File: src/rtl/rxq_pkg.sv
package rxq_pkg;
   localparam int unsigned BYTE_W = 8;
   typedef logic [BYTE_W-1:0] rxq_byte_t;
endpackage

File: src/rtl/rxq_ctrl.sv
module rxq_ctrl #(
   parameter int unsigned DEPTH = 6,
   localparam int unsigned PW = (DEPTH > 1) ? $clog2(DEPTH) : 1,
   localparam int unsigned CW = $clog2(DEPTH + 1)
) (
   input  logic          clk,
   input  logic          rst_n,
   input  logic          push_req,
   input  logic          pop_req,
   input  logic          started,
   output logic [PW-1:0] head_o,
   output logic [PW-1:0] widx_o,
   output logic [CW-1:0] count_o,
   output logic          push_ok_o,
   output logic          pop_ok_o,
   output logic          more_o
);
   localparam int unsigned SW = ((PW > CW) ? PW : CW) + 1;
   localparam bit IS_POW2 = (DEPTH & (DEPTH - 1)) == 0;

   logic [PW-1:0] head_q, head_inc;
   logic [CW-1:0] count_q, count_nxt;
   logic [SW-1:0] slot_sum;
   logic          full, empty;

   assign full      = (count_q == CW'(DEPTH));
   assign empty     = (count_q == '0);
   assign push_ok_o = push_req && !full;
   assign pop_ok_o  = pop_req && started && !empty;
   assign slot_sum  = SW'(head_q) + SW'(count_q);

   generate
      if (DEPTH < 2) begin : g_bad_depth
         $error("rxq_ctrl: DEPTH must be at least 2");
      end
      if (IS_POW2) begin : g_wrap_mask
         assign widx_o   = slot_sum[PW-1:0];
         assign head_inc = head_q + 1'b1;
      end else begin : g_wrap_cmp
         assign widx_o   = (slot_sum >= SW'(DEPTH)) ? PW'(slot_sum - SW'(DEPTH)) : PW'(slot_sum);
         assign head_inc = (head_q == PW'(DEPTH - 1)) ? '0 : head_q + 1'b1;
      end
   endgenerate

   always_comb begin
      count_nxt = count_q;
      case ({push_ok_o, pop_ok_o})
         2'b10:   count_nxt = count_q + 1'b1;
         2'b01:   count_nxt = count_q - 1'b1;
         default: count_nxt = count_q;
      endcase
   end

   assign more_o = pop_ok_o && (count_nxt != '0);

   always_ff @(posedge clk or negedge rst_n) begin
      if (!rst_n) begin
         head_q  <= '0;
         count_q <= '0;
      end else begin
         count_q <= count_nxt;
         if (pop_ok_o) head_q <= head_inc;
      end
   end

   assign head_o  = head_q;
   assign count_o = count_q;


   fill_bound_chk: assert property (@(posedge clk) disable iff (!rst_n)
      count_q <= CW'(DEPTH));

   stopped_hold_chk: assert property (@(posedge clk) disable iff (!rst_n)
      (!started && !push_req) |=> ($stable(head_q) && $stable(count_q)));

   full_no_grow_chk: assert property (@(posedge clk) disable iff (!rst_n)
      (full && !pop_ok_o) |=> (count_q == CW'(DEPTH)));

   both_keep_chk: assert property (@(posedge clk) disable iff (!rst_n)
      (push_ok_o && pop_ok_o) |=> $stable(count_q));
endmodule

File: src/rtl/rxq_store.sv
module rxq_store #(
   parameter int unsigned DEPTH = 6,
   localparam int unsigned PW = (DEPTH > 1) ? $clog2(DEPTH) : 1
) (
   input  logic               clk,
   input  logic               we,
   input  logic [PW-1:0]      widx,
   input  rxq_pkg::rxq_byte_t wdata,
   input  logic [PW-1:0]      ridx,
   output rxq_pkg::rxq_byte_t rdata
);
   rxq_pkg::rxq_byte_t slot [DEPTH];

   generate
      for (genvar i = 0; i < DEPTH; i++) begin : g_slot
         always_ff @(posedge clk) begin
            if (we && (widx == PW'(i))) slot[i] <= wdata;
         end
      end
   endgenerate

   assign rdata = (int'(ridx) < DEPTH) ? slot[ridx] : '0;
endmodule

File: src/rtl/rx_hold_queue.sv
module rx_hold_queue #(
   parameter int unsigned DEPTH = 6,
   localparam int unsigned PW = (DEPTH > 1) ? $clog2(DEPTH) : 1,
   localparam int unsigned CW = $clog2(DEPTH + 1)
) (
   input  logic          clk,
   input  logic          rst_n,
   input  logic          rx_valid,
   input  logic [7:0]    rx_byte,
   input  logic          started,
   input  logic          rd_strobe,
   output logic [7:0]    rd_data,
   output logic          ready_pulse,
   output logic [CW-1:0] free_space
);
   logic [PW-1:0] head, widx;
   logic [CW-1:0] count;
   logic          push_ok, pop_ok, more;
   logic          ready_q;

   rxq_ctrl #(.DEPTH(DEPTH)) i_ctrl (
      .clk(clk), .rst_n(rst_n), .push_req(rx_valid), .pop_req(rd_strobe),
      .started(started), .head_o(head), .widx_o(widx), .count_o(count),
      .push_ok_o(push_ok), .pop_ok_o(pop_ok), .more_o(more)
   );

   rxq_store #(.DEPTH(DEPTH)) i_store (
      .clk(clk), .we(push_ok), .widx(widx), .wdata(rx_byte),
      .ridx(head), .rdata(rd_data)
   );

   always_ff @(posedge clk or negedge rst_n) begin
      if (!rst_n) ready_q <= 1'b0;
      else        ready_q <= push_ok | more;
   end

   assign ready_pulse = ready_q;
   assign free_space  = started ? (CW'(DEPTH) - count) : '0;


   arrive_pulse_chk: assert property (@(posedge clk) disable iff (!rst_n)
      push_ok |=> ready_pulse);

   drain_quiet_chk: assert property (@(posedge clk) disable iff (!rst_n)
      (pop_ok && count == CW'(1) && !push_ok) |=> !ready_pulse);

   refire_chk: assert property (@(posedge clk) disable iff (!rst_n)
      (pop_ok && count > CW'(1)) |=> ready_pulse);

   empty_read_chk: assert property (@(posedge clk) disable iff (!rst_n)
      (count == '0 && !rx_valid) |=> !ready_pulse);
endmodule

File: config.mk
export PLATFORM = sky130hd
export DESIGN_NAME = rx_hold_queue
export DESIGN_NICKNAME = d
export VERILOG_FILES = /design/src/rtl/rxq_pkg.sv /design/src/rtl/rxq_ctrl.sv /design/src/rtl/rxq_store.sv /design/src/rtl/rx_hold_queue.sv
export SDC_FILE = /design/constraint.sdc
export NUM_CORES = 1
export LEC_CHECK = 0
export ABC_CLOCK_PERIOD_IN_PS = 2450
export BUFFER_PORTS_ARGS = -buffer_cell sky130_fd_sc_hd__buf_4
export CAP_MARGIN = 20
export CORE_UTILIZATION = 49
export DETAILED_ROUTE_END_ITERATION = 10
export PLACE_DENSITY_LB_ADDON = 0.15
export SYNTH_ARGS = -nofsm -noshare
export SYNTH_HDL_FRONTEND = slang
export SYNTH_SLANG_ARGS = --single-unit
export TNS_END_PERCENT = 1
File: constraint.sdc
create_clock -name clk -period 2.45 [get_ports clk]
set_clock_uncertainty 0.1 [all_clocks]
set_input_delay 0.49 -clock clk [delete_from_list [all_inputs] [get_ports clk]]
set_output_delay 0.49 -clock clk [all_outputs]
set_load 0.005 [all_outputs]
# Word level (Yosys, flattened, before mapping)
# Memory sizes are Yosys's and may differ from the RTL's.
# Cells that the tools add are included.
[op_classes]
eq_ne = 9
n_reduce_logical = 20
n_mux = 32
n_bitwise = 1
n_addsub = 6
order_cmp = 2
[ops]
columns = ["cell", "n"]
rows = [
  ["two-way mux 8 bit", 6],
  ["OR reduction 8 bit", 5],
  ["two-way mux 3 bit", 8],
  ["two-way mux 1 bit", 17],
  ["== test 3 bit (second input constant)", 4],
  ["logical AND 1 bit", 10],
  ["adder 3 x 1 -> 3 bit (second input constant)", 2],
  ["== test 3 x 2 -> 1 bit (second input constant)", 2],
  ["logical NOT 3 bit", 2],
  ["one-hot mux 3 bit (2 select lines)", 1],
  ["adder 3 x 3 -> 4 bit", 1],
  ["greater-or-equal comparator 4 x 3 -> 1 bit (second input constant)", 1],
  ["== test 3 x 1 -> 1 bit (second input constant)", 1],
  ["< comparator 3 bit (second input constant)", 1],
  ["nonzero test 3 bit", 1],
  ["subtractor 3 x 1 -> 3 bit (second input constant)", 1],
  ["subtractor 3 bit (first input constant)", 1],
  ["subtractor 3 bit (second input constant)", 1],
  ["== test 2 x 1 -> 1 bit (second input constant)", 1],
  ["== test 2 bit (second input constant)", 1],
  ["logical NOT 1 bit", 2],
  ["OR 1 bit", 1],
]
[totals]
elab_cells = 74
mem_bits_rw = 48
in_bits = 13
regBits = 7
output_inout_bits = 12
memories = 1
[mem_list]
columns = ["name", "depth", "width", "rd", "rd_ports_with_merged_regs", "write_ports", "line_no", "source"]
rows = [
  ["i_store.slot", 6, 8, 1, 0, 1, "rxq_store.sv:12", "rxq_pkg::rxq_byte_t slot [DEPTH];"],
]

# Longest topological paths before layout
[depth]
depth_word = 13
ltp_mapped = 12
mapped_depth_nobuf = 12

# Hierarchy
# Synthesis repeated with hierarchy kept, for this count alone.
[unflattened]
hier_cells = 155
hier_area_um2 = 2442.3
[modules_own_cells]
columns = ["module", "n_inst", "cells_per_inst", "area_each_um2", "seq_area_each_um2"]
rows = [
  ["rxq_store", 1, 105, 1911.8, 1441.4],
  ["rxq_ctrl", 1, 43, 459.2, 150.1],
  ["rx_hold_queue", 1, 7, 71.3, 25.0],
]

# Worst setup path before layout
# OpenSTA, ideal clock, no wires.
[synth_path]
path_kind = "flip-flop to flip-flop"
startpoint = "reg i_ctrl.count_q[0], in the netlist i_ctrl.count_o[0]"
endpoint = "reg ready_q, in the netlist ready_pulse"
path_stages_with_launch = 13
arrival_time_ps = 2322
n_path_buf = 0
synth_period_minus_slack_ps = 2496
setup_ps = 75
setup_slack_ps = -46
t_required_ps = 2275
cell_sequence = "dfrtp_1 > inv_1 > ha_1 > inv_1 > o211ai_1 > inv_1 > ha_1 > inv_1 > fa_1 > xor2_1 > or3_1 > and4bb_1 > o21ai_2"
[synth_between]
elab_chain_len = 8
elab_cells_between_ends = 14
classes_between = "add/sub (2); eq/ne (3); mux (1); bitwise (1); reduce/logical (7)"
[synth_lines]
columns = ["element", "line_no", "source"]
rows = [
  ["from (decl)", "rxq_ctrl.sv:22", "logic [CW-1:0] count_q, count_nxt;"],
  ["from (signal assigned)", "rxq_ctrl.sv:61", "count_q <= count_nxt;"],
  ["logical NOT 3 bit (*)", "rxq_ctrl.sv:27", "assign empty = (count_q == '0);"],
  ["logical NOT 1 bit (*)", "rxq_ctrl.sv:29", "assign pop_ok_o = pop_req && started && !empty;"],
  ["logical AND 1 bit (*)", "rxq_ctrl.sv:29", ""],
  ["net i_ctrl.pop_ok_o", "rxq_ctrl.sv:15", "output logic pop_ok_o,"],
  ["== test 2 x 1 -> 1 bit or == test 2 bit (tied branches)", "rxq_ctrl.sv:47", "case ({push_ok_o, pop_ok_o})"],
  ["one-hot mux 3 bit (2 select lines)", "rxq_ctrl.sv:47", ""],
  ["nonzero test 3 bit", "rxq_ctrl.sv:54", "assign more_o = pop_ok_o && (count_nxt != '0);"],
  ["logical AND 1 bit (*)", "rxq_ctrl.sv:54", ""],
  ["OR 1 bit (*)", "rx_hold_queue.sv:34", "else ready_q <= push_ok | more;"],
  ["to (signal assigned)", "rx_hold_queue.sv:34", ""],
  ["to (decl)", "rx_hold_queue.sv:19", "logic ready_q;"],
]
# Mark *: on every way through the listed nets, which the timed path passes. The rest lies on a longest branch.
# A chain may end at the register's enable or synchronous reset.

# Worst setup path in the final report
[layout_path]
startpoint = "reg i_ctrl.count_q[1], in the netlist i_ctrl.count_o[1]"
endpoint = "reg ready_q, in the netlist ready_pulse"
# The elaborated chain is that of the path after synthesis.

==> results_dict.tcl <==
set metrics [dict create \
    cts_tree "built" \
    shortest_clock_period_the_worst_path_allows_after_layout_ps 2483 \
    row_count 25 \
    cts_buffers 5 \
    worstSetupPathType "flop to flop" \
    postRouteAntennaNets 0 \
    antenna_cells_inserted 0 \
    number_of_standard_cells_after_synthesis 145 \
    hold_class "input pin to flop" \
    slew_violations 0 \
    design.portCount 25 \
    synth_area_sq_um 2404 \
    synth_cell_type_count 31 \
    hpwlAfterDp_um 2931 \
    yosys_most_used_dff "edfxtp_1" \
    fp.dieArea_sq_um 5189 \
    seq_area_frac_synth_pct 67.26 \
    wl_um 4657 \
    nets 219 \
    finish.utilization_pct 64.82 \
    y_dimension_of_the_die_um 72.04 \
    post_detailed_route_wirelength_per_cell_um 17.57 \
    failed_checks "negative setup slack" \
    insertion_delay_ps 300 \
    vias_per_cell 5.245 \
    run_status "finished, violations left" \
    number_of_hold_slack_violations_in_the_final_timing_report 0 \
    worst_ep_required_time_ps 2590 \
    synth_edf_count 48 \
    syn_to_final_growth_pct 27.38 \
    fin_crit_sh_pct 101.4 \
    clock-root-buffer "clkbuf_8" \
    synth.ff_latch_count 55 \
    totalNegativeSetupSlack_ps -155.1 \
    clockBufferDepth 2 \
    vdd_ir_drop_max_uv 701.9 \
    cellPowerDensity_nw_per_um2 1529 \
    grt_pass1_wl_um 6996 \
    placement.io_buffers 24 \
    synthesis.nets 167 \
    track_usage_pct 18.73 \
    synthesis.yosys.warnings 0 \
    core_area_sq_um 4723 \
    worst_setup_hold_path_clk_slew_ps 110 \
    number_of_antenna_violations_at_the_first_check_in_global_routing 0 \
    timing.max_cap.violations 0 \
    fillerInstances 344 \
    grt_overflow_total 0 \
    drc_errors 0 \
    timing.critical_path.arrival_ps 2620 \
    drtIter0Drc 53 \
    finalWeightedCongestion 0.7592 \
    crit_path_max_fanout 2 \
    cts_htree_levels 2 \
    p_leak_nw 1.189 \
    grt_pass1_vias 1369 \
    cp-end-kind "flop" \
    fmaxAchievable_ghz 0.4027 \
    dr.pass1.iters 4 \
    postSynthAreaPerCell_sq_um 16.58 \
    worst_path_dominant_cell_family "adder cells" \
    slowest_stage "dfrtp_2" \
    timing.critical_path.slowest_cell_delay_ps 420 \
    worst_slew_margin_rel_pct 65.11 \
    path_cells "inv_4 -> ha_4 -> inv_2 -> o211ai_1 -> inv_1 -> ha_4 -> inv_2 -> fa_2 -> xor2_1 -> or3_1 -> and4bb_1 -> o21ai_2" \
    via_count 1390 \
    worst_slack_ps -33.22 \
    timing_worst_slew_pin_value_ps 508.8 \
    fraction_of_final_layout_cells_sized_beyond_drive_strength_1_pct 43.43 \
    setup.worst_path.start_class "flop" \
    critical_path.n_buffers_inverters 4 \
    initial_utilization_pct 50.89 \
    setup_viol_count_final 9 \
    ys_async_sr_fraction_pct 12.73 \
    clkSinkCount 55 \
    setup_repair_after_global_routing_missed_its_margin "yes" \
    grt_start_max_net_pins 19 \
    die-width_um 72.04 \
]
[flip-flops by register name, summed over array words and instances, names as in the netlist]
signal          cells
i_ctrl.count_o      3
i_store.slot       48
i_ctrl.head_o       3
ready_pulse         1
[layer usage]
metal	up-vias	GRT usage [%]	part of all wire, %
li1	649	-	-
met1	701	26.71	45
met2	33	30.08	50
met3	7	3.333	3.3
met4	0	5.229	1.1
met5	-	0	0
[cell usage in the layout, fill, tap and decap left out, types with 2 or more instances in the layout]
cell type / n
and2_1: 3
buf_12: 2
buf_4: 44
buf_6: 3
clkbuf_8: 5
dfrtp_1: 6
edfxtp_1: 48
ha_1: 4
ha_4: 2
inv_1: 8
inv_2: 5
mux2_2: 2
mux2i_1: 10
mux4_2: 8
nand2_1: 3
nand2b_1: 2
nor2_1: 4
nor2_4: 2
nor2b_1: 2
o22ai_1: 7
xnor2_1: 3
xor2_1: 2
[logic make-up after synthesis]
family                     after synthesis  synth area share [%]
DFF                                     55                 67.26
muxes                                   21                 13.01
and+or+nand+nor                         20                 4.633
buffers and inverters                   19                 3.487
AOI/OAI and AO/OA                       15                 4.113
adders and majority gates                9                 5.310
xor gates and xnor gates                 6                 2.186
[power by group]
part	total, mW	leakage, nW	internal [mW]	switching, mW
logic	2.46	0.612	1.27	1.19
registers	1.61	0.519	1.47	0.135
clock network	0.618	0.0587	0.310	0.308
total	4.68	1.19	3.05	1.63
[cell usage after synthesis (all sizes together) (3+ instances only)]
master / count / area share, %
dfrtp: 7 / 7.3
nand2: 3 / 0.47
and2: 3 / 0.78
edfxtp: 48 / 60
nor2: 6 / 0.94
ha: 7 / 3.6
inv: 14 / 2.2
xnor2: 4 / 1.5
o22ai: 8 / 2.1
buf: 4 / 1.1
mux2i: 11 / 4.6
mux4: 8 / 7.5
[cell type report]
cell class | instances | area (sq um) | share of cell area, %
inverter | 14 | 55.05 | 1.798
sequential | 55 | 1618 | 52.84
clock buffer | 5 | 68.82 | 2.248
timing repair buffer | 50 | 414.1 | 13.53
clock inverter | 3 | 47.55 | 1.553
tap | 67 | 83.83 | 2.738
multi-input combinational | 71 | 774.5 | 25.30
[stage by stage]
stage	instances	area [sq um]	hold WS (ps)	setup slack (ps)	power [mW]
2_1_floorplan	145	2404	94.41	-46.17	2.846
6_report	265	3062	290.8	-33.22	4.682
5_1_grt	265	3062	282.6	-108.7	4.944
3_5_place_dp	244	2734	208.2	-226.2	3.625
4_1_cts	255	2890	284.9	-117.3	4.313
3_3_place_gp	244	2734	205.2	-111.1	3.558
[worst paths after layout]
check,from,to,slack (ps),cells after the start
max,i_ctrl.count_o[1],ready_pulse,-30,12
min,rx_byte[4],i_store.slot[4][4],290,1
max reg2reg,i_ctrl.count_o[1],ready_pulse,-30,12
min reg2reg,i_ctrl.count_o[2],i_ctrl.count_o[2],590,2
max in group asynchronous,rst_n,i_ctrl.count_o[1],1690,2
min in group asynchronous,rst_n,i_ctrl.count_o[2],430,2
[what timing repair did]
item / 4_1_cts / 5_1_grt
pin swaps: 0 / 7
hold buffers: 1 / 0
cloned: 0 / 0
setup buffers: 2 / 10
hold endpoints to repair: 7 / 0
gates resized for setup: 7 / 23
endpoints found under the setup margin: 23 / 41
(Power assumes the default switching activity.)
